[src/rtl/gprf_pkg.sv]
package gprf_pkg;
  localparam int HALF_W    = 8;
  localparam int NUM_REGS  = 8;
  localparam int NUM_SPLIT = 4;
  localparam int WIDE_LO   = 0;
  localparam int WIDE_HI   = 2;

  typedef struct packed {
    logic hi;
    logic lo;
  } lane_we_t;
endpackage

[src/rtl/rf_wr_decode.sv]
module rf_wr_decode #(
  parameter int NUM_REGS  = 8,
  parameter int NUM_SPLIT = 4,
  parameter int HALF_W    = 8,
  parameter int WIDE_LO   = 0,
  parameter int WIDE_HI   = 2,
  localparam int IDX_W    = $clog2(NUM_REGS),
  localparam int WORD_W   = 2 * HALF_W
) (
  input  logic                             wr_en,
  input  logic [IDX_W-1:0]                 wr_idx,
  input  logic                             wr_byte,
  input  logic [WORD_W-1:0]                wr_data,
  input  logic                             wide_en,
  input  logic [2*WORD_W-1:0]              wide_data,
  output logic [NUM_REGS-1:0]              lo_we,
  output logic [NUM_REGS-1:0]              hi_we,
  output logic [NUM_REGS-1:0][HALF_W-1:0]  lo_wd,
  output logic [NUM_REGS-1:0][HALF_W-1:0]  hi_wd
);
  import gprf_pkg::*;

  for (genvar r = 0; r < NUM_REGS; r++) begin : g_reg
    lane_we_t en;

    always_comb begin
      en = '0;
      if (wr_en) begin
        if (!wr_byte) begin
          if (wr_idx == IDX_W'(r)) en = '{hi: 1'b1, lo: 1'b1};
        end else if (r < NUM_SPLIT) begin
          if (wr_idx == IDX_W'(r))             en.lo = 1'b1;
          if (wr_idx == IDX_W'(r + NUM_SPLIT)) en.hi = 1'b1;
        end
      end
      lo_wd[r] = wr_data[HALF_W-1:0];
      hi_wd[r] = wr_byte ? wr_data[HALF_W-1:0] : wr_data[WORD_W-1:HALF_W];
      if (wide_en && (r == WIDE_LO)) begin
        en       = '{hi: 1'b1, lo: 1'b1};
        lo_wd[r] = wide_data[HALF_W-1:0];
        hi_wd[r] = wide_data[WORD_W-1:HALF_W];
      end
      if (wide_en && (r == WIDE_HI)) begin
        en       = '{hi: 1'b1, lo: 1'b1};
        lo_wd[r] = wide_data[WORD_W+HALF_W-1:WORD_W];
        hi_wd[r] = wide_data[2*WORD_W-1:WORD_W+HALF_W];
      end
      lo_we[r] = en.lo;
      hi_we[r] = en.hi;
    end
  end
endmodule

[src/rtl/rf_bank.sv]
module rf_bank #(
  parameter int NUM_REGS = 8,
  parameter int HALF_W   = 8
) (
  input  logic                            clk,
  input  logic                            rst,
  input  logic [NUM_REGS-1:0]             we,
  input  logic [NUM_REGS-1:0][HALF_W-1:0] wd,
  output logic [NUM_REGS-1:0][HALF_W-1:0] q
);
  for (genvar r = 0; r < NUM_REGS; r++) begin : g_ent
    always_ff @(posedge clk) begin
      if (rst)        q[r] <= '0;
      else if (we[r]) q[r] <= wd[r];
    end
  end
endmodule

[src/rtl/rf_read_port.sv]
module rf_read_port #(
  parameter int NUM_REGS  = 8,
  parameter int NUM_SPLIT = 4,
  parameter int HALF_W    = 8,
  localparam int IDX_W    = $clog2(NUM_REGS),
  localparam int WORD_W   = 2 * HALF_W
) (
  input  logic                            clk,
  input  logic                            rst,
  input  logic [IDX_W-1:0]                idx,
  input  logic                            is_byte,
  input  logic [NUM_REGS-1:0][HALF_W-1:0] lo_q,
  input  logic [NUM_REGS-1:0][HALF_W-1:0] hi_q,
  output logic [WORD_W-1:0]               rdata
);
  logic [IDX_W-1:0]  hsel;
  logic [WORD_W-1:0] sel;

  always_comb begin
    hsel = idx - IDX_W'(NUM_SPLIT);
    if (!is_byte)                    sel = {hi_q[idx], lo_q[idx]};
    else if (idx < IDX_W'(NUM_SPLIT)) sel = {{HALF_W{1'b0}}, lo_q[idx]};
    else                             sel = {{HALF_W{1'b0}}, hi_q[hsel]};
  end

  always_ff @(posedge clk) begin
    if (rst) rdata <= '0;
    else     rdata <= sel;
  end


  byte_zext_chk: assert property (@(posedge clk) disable iff (rst)
    $past(is_byte) |-> (rdata[WORD_W-1:HALF_W] == '0));


  reset_out_chk: assert property (@(posedge clk)
    rst |=> (rdata == '0));
endmodule

[src/rtl/gp_regfile.sv]
module gp_regfile #(
  parameter int HALF_W    = gprf_pkg::HALF_W,
  parameter int NUM_REGS  = gprf_pkg::NUM_REGS,
  parameter int NUM_SPLIT = gprf_pkg::NUM_SPLIT,
  parameter int WIDE_LO   = gprf_pkg::WIDE_LO,
  parameter int WIDE_HI   = gprf_pkg::WIDE_HI,
  localparam int IDX_W    = $clog2(NUM_REGS),
  localparam int WORD_W   = 2 * HALF_W
) (
  input  logic                clk,
  input  logic                rst,
  input  logic [IDX_W-1:0]    rd0_idx,
  input  logic                rd0_byte,
  output logic [WORD_W-1:0]   rd0_data,
  input  logic [IDX_W-1:0]    rd1_idx,
  input  logic                rd1_byte,
  output logic [WORD_W-1:0]   rd1_data,
  input  logic                wr_en,
  input  logic [IDX_W-1:0]    wr_idx,
  input  logic                wr_byte,
  input  logic [WORD_W-1:0]   wr_data,
  input  logic                wide_en,
  input  logic [2*WORD_W-1:0] wide_data
);
  logic [NUM_REGS-1:0]             lo_we, hi_we;
  logic [NUM_REGS-1:0][HALF_W-1:0] lo_wd, hi_wd, lo_q, hi_q;

  rf_wr_decode #(
    .NUM_REGS(NUM_REGS), .NUM_SPLIT(NUM_SPLIT), .HALF_W(HALF_W),
    .WIDE_LO(WIDE_LO), .WIDE_HI(WIDE_HI)
  ) u_dec (
    .wr_en(wr_en), .wr_idx(wr_idx), .wr_byte(wr_byte), .wr_data(wr_data),
    .wide_en(wide_en), .wide_data(wide_data),
    .lo_we(lo_we), .hi_we(hi_we), .lo_wd(lo_wd), .hi_wd(hi_wd)
  );

  rf_bank #(.NUM_REGS(NUM_REGS), .HALF_W(HALF_W)) u_lo (
    .clk(clk), .rst(rst), .we(lo_we), .wd(lo_wd), .q(lo_q)
  );

  rf_bank #(.NUM_REGS(NUM_REGS), .HALF_W(HALF_W)) u_hi (
    .clk(clk), .rst(rst), .we(hi_we), .wd(hi_wd), .q(hi_q)
  );

  rf_read_port #(.NUM_REGS(NUM_REGS), .NUM_SPLIT(NUM_SPLIT), .HALF_W(HALF_W)) u_rd0 (
    .clk(clk), .rst(rst), .idx(rd0_idx), .is_byte(rd0_byte),
    .lo_q(lo_q), .hi_q(hi_q), .rdata(rd0_data)
  );

  rf_read_port #(.NUM_REGS(NUM_REGS), .NUM_SPLIT(NUM_SPLIT), .HALF_W(HALF_W)) u_rd1 (
    .clk(clk), .rst(rst), .idx(rd1_idx), .is_byte(rd1_byte),
    .lo_q(lo_q), .hi_q(hi_q), .rdata(rd1_data)
  );


  wide_hi_chk: assert property (@(posedge clk) disable iff (rst)
    wide_en |=> ({hi_q[WIDE_HI], lo_q[WIDE_HI]} == $past(wide_data[2*WORD_W-1:WORD_W])));


  wide_lo_chk: assert property (@(posedge clk) disable iff (rst)
    wide_en |=> ({hi_q[WIDE_LO], lo_q[WIDE_LO]} == $past(wide_data[WORD_W-1:0])));


  byte_keep_hi_chk: assert property (@(posedge clk) disable iff (rst)
    (wr_en && wr_byte && !wide_en && (wr_idx < IDX_W'(NUM_SPLIT)))
      |=> (hi_q[$past(wr_idx)] == $past(hi_q[wr_idx])));


  no_write_chk: assert property (@(posedge clk) disable iff (rst)
    (!wr_en && !wide_en) |=> ($stable(lo_q) && $stable(hi_q)));
endmodule

[config.mk]
export PLATFORM = sky130hd
export DESIGN_NAME = gp_regfile
export DESIGN_NICKNAME = d
export VERILOG_FILES = /design/src/rtl/gprf_pkg.sv /design/src/rtl/rf_wr_decode.sv /design/src/rtl/rf_bank.sv /design/src/rtl/rf_read_port.sv /design/src/rtl/gp_regfile.sv
export SDC_FILE = /design/constraint.sdc
export NUM_CORES = 1
export LEC_CHECK = 0
export ABC_AREA = 1
export BUFFER_PORTS_ARGS = -buffer_cell sky130_fd_sc_hd__buf_4
export CAP_MARGIN = 20
export CORE_ASPECT_RATIO = 0.7
export CORE_MARGIN = 2
export CORE_UTILIZATION = 45
export DETAILED_ROUTE_END_ITERATION = 6
export MAX_ROUTING_LAYER = met4
export PLACE_DENSITY = 0.63
export SYNTH_ARGS = -nofsm -noshare
export SYNTH_HDL_FRONTEND = slang
export SYNTH_SLANG_ARGS = --single-unit
[constraint.sdc]
create_clock -name clk -period 1.1 [get_ports clk]
set_input_delay 0 -clock clk [delete_from_list [all_inputs] [get_ports clk]]
set_output_delay 0 -clock clk [all_outputs]
set_load 0.02 [all_outputs]
==> metrics.txt <==
status=finished with violations; failing checks=setup timing; cell row count=41; DP Wirelength=23300 um; Synth Area in Adders=0%; fraction of layout cells with a size suffix above 1=17.0%; crit path time final=1.10 ns; Worst path max stage delay=0.54 ns; Via Count=9570; Pre-antenna DRT Iters=5; final setup fails=1; Worst-Skew Late Latency=0.43 ns; f_max=0.907 GHz; post-synthesis simple-gate area fraction=33.4%; initial detailed-routing violation count=1118; hold slack=0.0180 ns; Max Root-Sink Buffers=2; core area=18300 um^2; # clock sinks=160; period utilization=100%; Post-CTS Setup Inserts=0; post-synthesis cell type count=24; most used cell, CP=buf_4; antenna violations before repair=2; RSZ-0062 raised after global routing=true; die area=20000 um^2; Final nets=1585; Cells after Synth=1360; Min-Delay Path Class=in2reg; XOR/XNOR share of the synthesized area=0%; synthesized flop and latch total=160; synth warn=0; PwrDens=1350 nW/um^2; DRC violations left=0; critical path class=in2reg; gr ovfl total=0; worst flop-to-flop path startpoint=u_hi.q[5]; area share of the largest cell type after synthesis=37.8%; CTS Buf Count=17; first-pass GRT wire length=48900 um; syn_area_per_cell=6.24 um^2; Synth Cell Area=8480 um^2; CP arrival=1.46 ns; CP required=1.46 ns; Via density=5.40; Leakage=5.26 nW; Initial Utilization=46.4%; CP max FO=14; H-tree depth=4; clock slew at reported path FFs=0.06 ns; Hold Fails Final Rpt=0; Max IR drop VDD=0.868 mV; Cell Chain, Critical Path=dlygate4sd3_1 > buf_4 > inv_4 > buf_4 > buf_4 > o21ai_0 > a21oi_1; setup ws final=-0.00204 ns; Max Cap Viol=0; Final Slew Violations=0; io pins=96; compound-gate portion of the synthesized area=16.4%; I/O Buffers=95; fill count=1772; Routed Antenna Nets=0; CP top delay family=buffers and inverters; top cells by area, synth=dfxtp_1, nand2_1, nand3_1, a21oi_1, o21ai_0; worst hold path startpoint=wr_data[4]; final WL=32100 um; Slew @ Worst Pin=0.468 ns; area grow syn2layout=31.1%; critical path capture point type=flop; GRT Resource Usage Total=32.9%; Die W=168 um; RePlAce Congestion=0.958; WL/cell=18.1 um; clock tree from TritonCTS=built; Setup Skew=0.00904 ns; Die H=119 um; CP startpoint=rst; Startpoint Class=input pin; CTS root buffer=clkbuf_16; largest family of logic cells by synthesized area=simple AND/OR/NAND/NOR gates; Syn Nets=1424; Slowest-stage cell, CP=dlygate4sd3_1; area leader, netlist=dfxtp_1; total negative slack=-0.00204 ns; mux cell area share after synthesis=1.89%; Max transition margin=68.6%; post-synthesis sequential area ratio=37.8%; largest net degree at the start of global routing=45; CP Buf/Inv Count=5; vias in the first global route=8402
## report_power, final
group	switching (W)	total [W]	internal (W)
Combinational	0.00171	0.00290	0.00119
Clock	0.00237	0.00585	0.00349
Sequential	0.000186	0.00624	0.00606
## repair_timing
item | 4_1_cts | 5_1_grt
hold buffers | 32 | 0
pin swaps | 0 | 2
cloned | 0 | 1
resized for setup | 1 | 22
endpoints found under the hold margin | 57 | 0
setup endpoints to repair | 1 | 40
## through the flow
stage	setup WS (ns)	util (%)	cells	area (um^2)	total power, W
final	-0.00204	60.9	1771	11100	0.0150
after global routing	-0.0345	60.9	1770	11100	0.0155
after CTS	0.0140	60.4	1767	11000	0.0149
after floorplan	0.129	-	1360	8480	0.00777
after global placement	-0.0760	55.6	1705	10100	0.00905
after detailed placement	-0.0762	55.6	1705	10100	0.00906
## worst min-delay path, cell delays in order
cell and delay [ns]:
buf_4 0.08, buf_4 0.14, inv_1 0.07, a21oi_1 0.11
## path summary, 6_finish.rpt
path | depth (start not counted) | to | slack [ns]
setup / recovery | 7 | u_lo.q[28] | -0.002
hold / removal | 4 | u_lo.q[52] | 0.02
setup reg to reg | 6 | u_rd0.rdata[5] | 0.03
hold reg to reg | 2 | u_hi.q[37] | 0.45
## state kept, by name, summed over array words and instances, names as in the netlist
name / count
u_hi.q: 64
u_rd1.rdata: 16
u_lo.q: 64
u_rd0.rdata: 16
## synthesized netlist by cell type (all sizes together)
cell,instances
a211oi,1
nand3,157
inv,131
nor2,117
buf,43
nand2,418
mux2i,16
dfxtp,160
a21oi,131
o211ai,6
o21ai,136
clkinv,2
clkbuf,42
## routing by layer
| layer | wire (um) | global-route usage (%) | vias to the layer above |
|---|---|---|---|
| met5 | 0 | - | - |
| met4 | 523 | 7.76 | 0 |
| met3 | 3820 | 8.08 | 46 |
| met2 | 12500 | 42.8 | 537 |
| met1 | 15300 | 50.2 | 4308 |
| li1 | - | - | 4679 |
## final cells by class
type	instances	area (um^2)	share of cell area [%]
multi-input combinational	982	4410	39.7
sequential	160	3210	28.9
timing repair buffer	227	2120	19.1
inverter	133	504	4.54
clock buffer	24	482	4.33
tap	236	295	2.66
clock inverter	6	82.6	0.743
antenna	3	7.51	0.0675
## cells by family (layout without fill, tap and decap cells)
group,count (synthesis),after routing
muxes,16,16
AOI/OAI and AO/OA,274,274
other,0,3
buffers and inverters,218,390
and+or+nand+nor,692,692
DFF,160,160
## layout by cell type (no fill, tap or decap)
cell           netlist  routed
clkbuf_8             0       3
buf_12               0      25
clkinv_1             2       2
clkbuf_1            42       4
buf_6                3       2
o211ai_1             6       6
diode_2              0       3
a21oi_2              0       2
nand2_2              1       2
o21ai_0            129     129
dfxtp_1            160     153
dlygate4sd3_1        0      32
inv_4                1       2
nor2_1             113     112
nor2_4               1       1
nand3_1            155     151
mux2i_1             16      16
nand3_2              2       6
inv_1              120     114
clkinv_2             0       3
a211oi_1             1       1
clkinvlp_4           0       1
clkbuf_16            0      18
dfxtp_2              0       7
o21ai_1              7       7
bufinv_16            0       2
nand2_4              1       1
nor2_2               3       4
inv_2               10      15
buf_4                4     167
a21oi_1            131     129
nand2_1            416     415
Note: power is estimated with default switching activity, not from simulation.
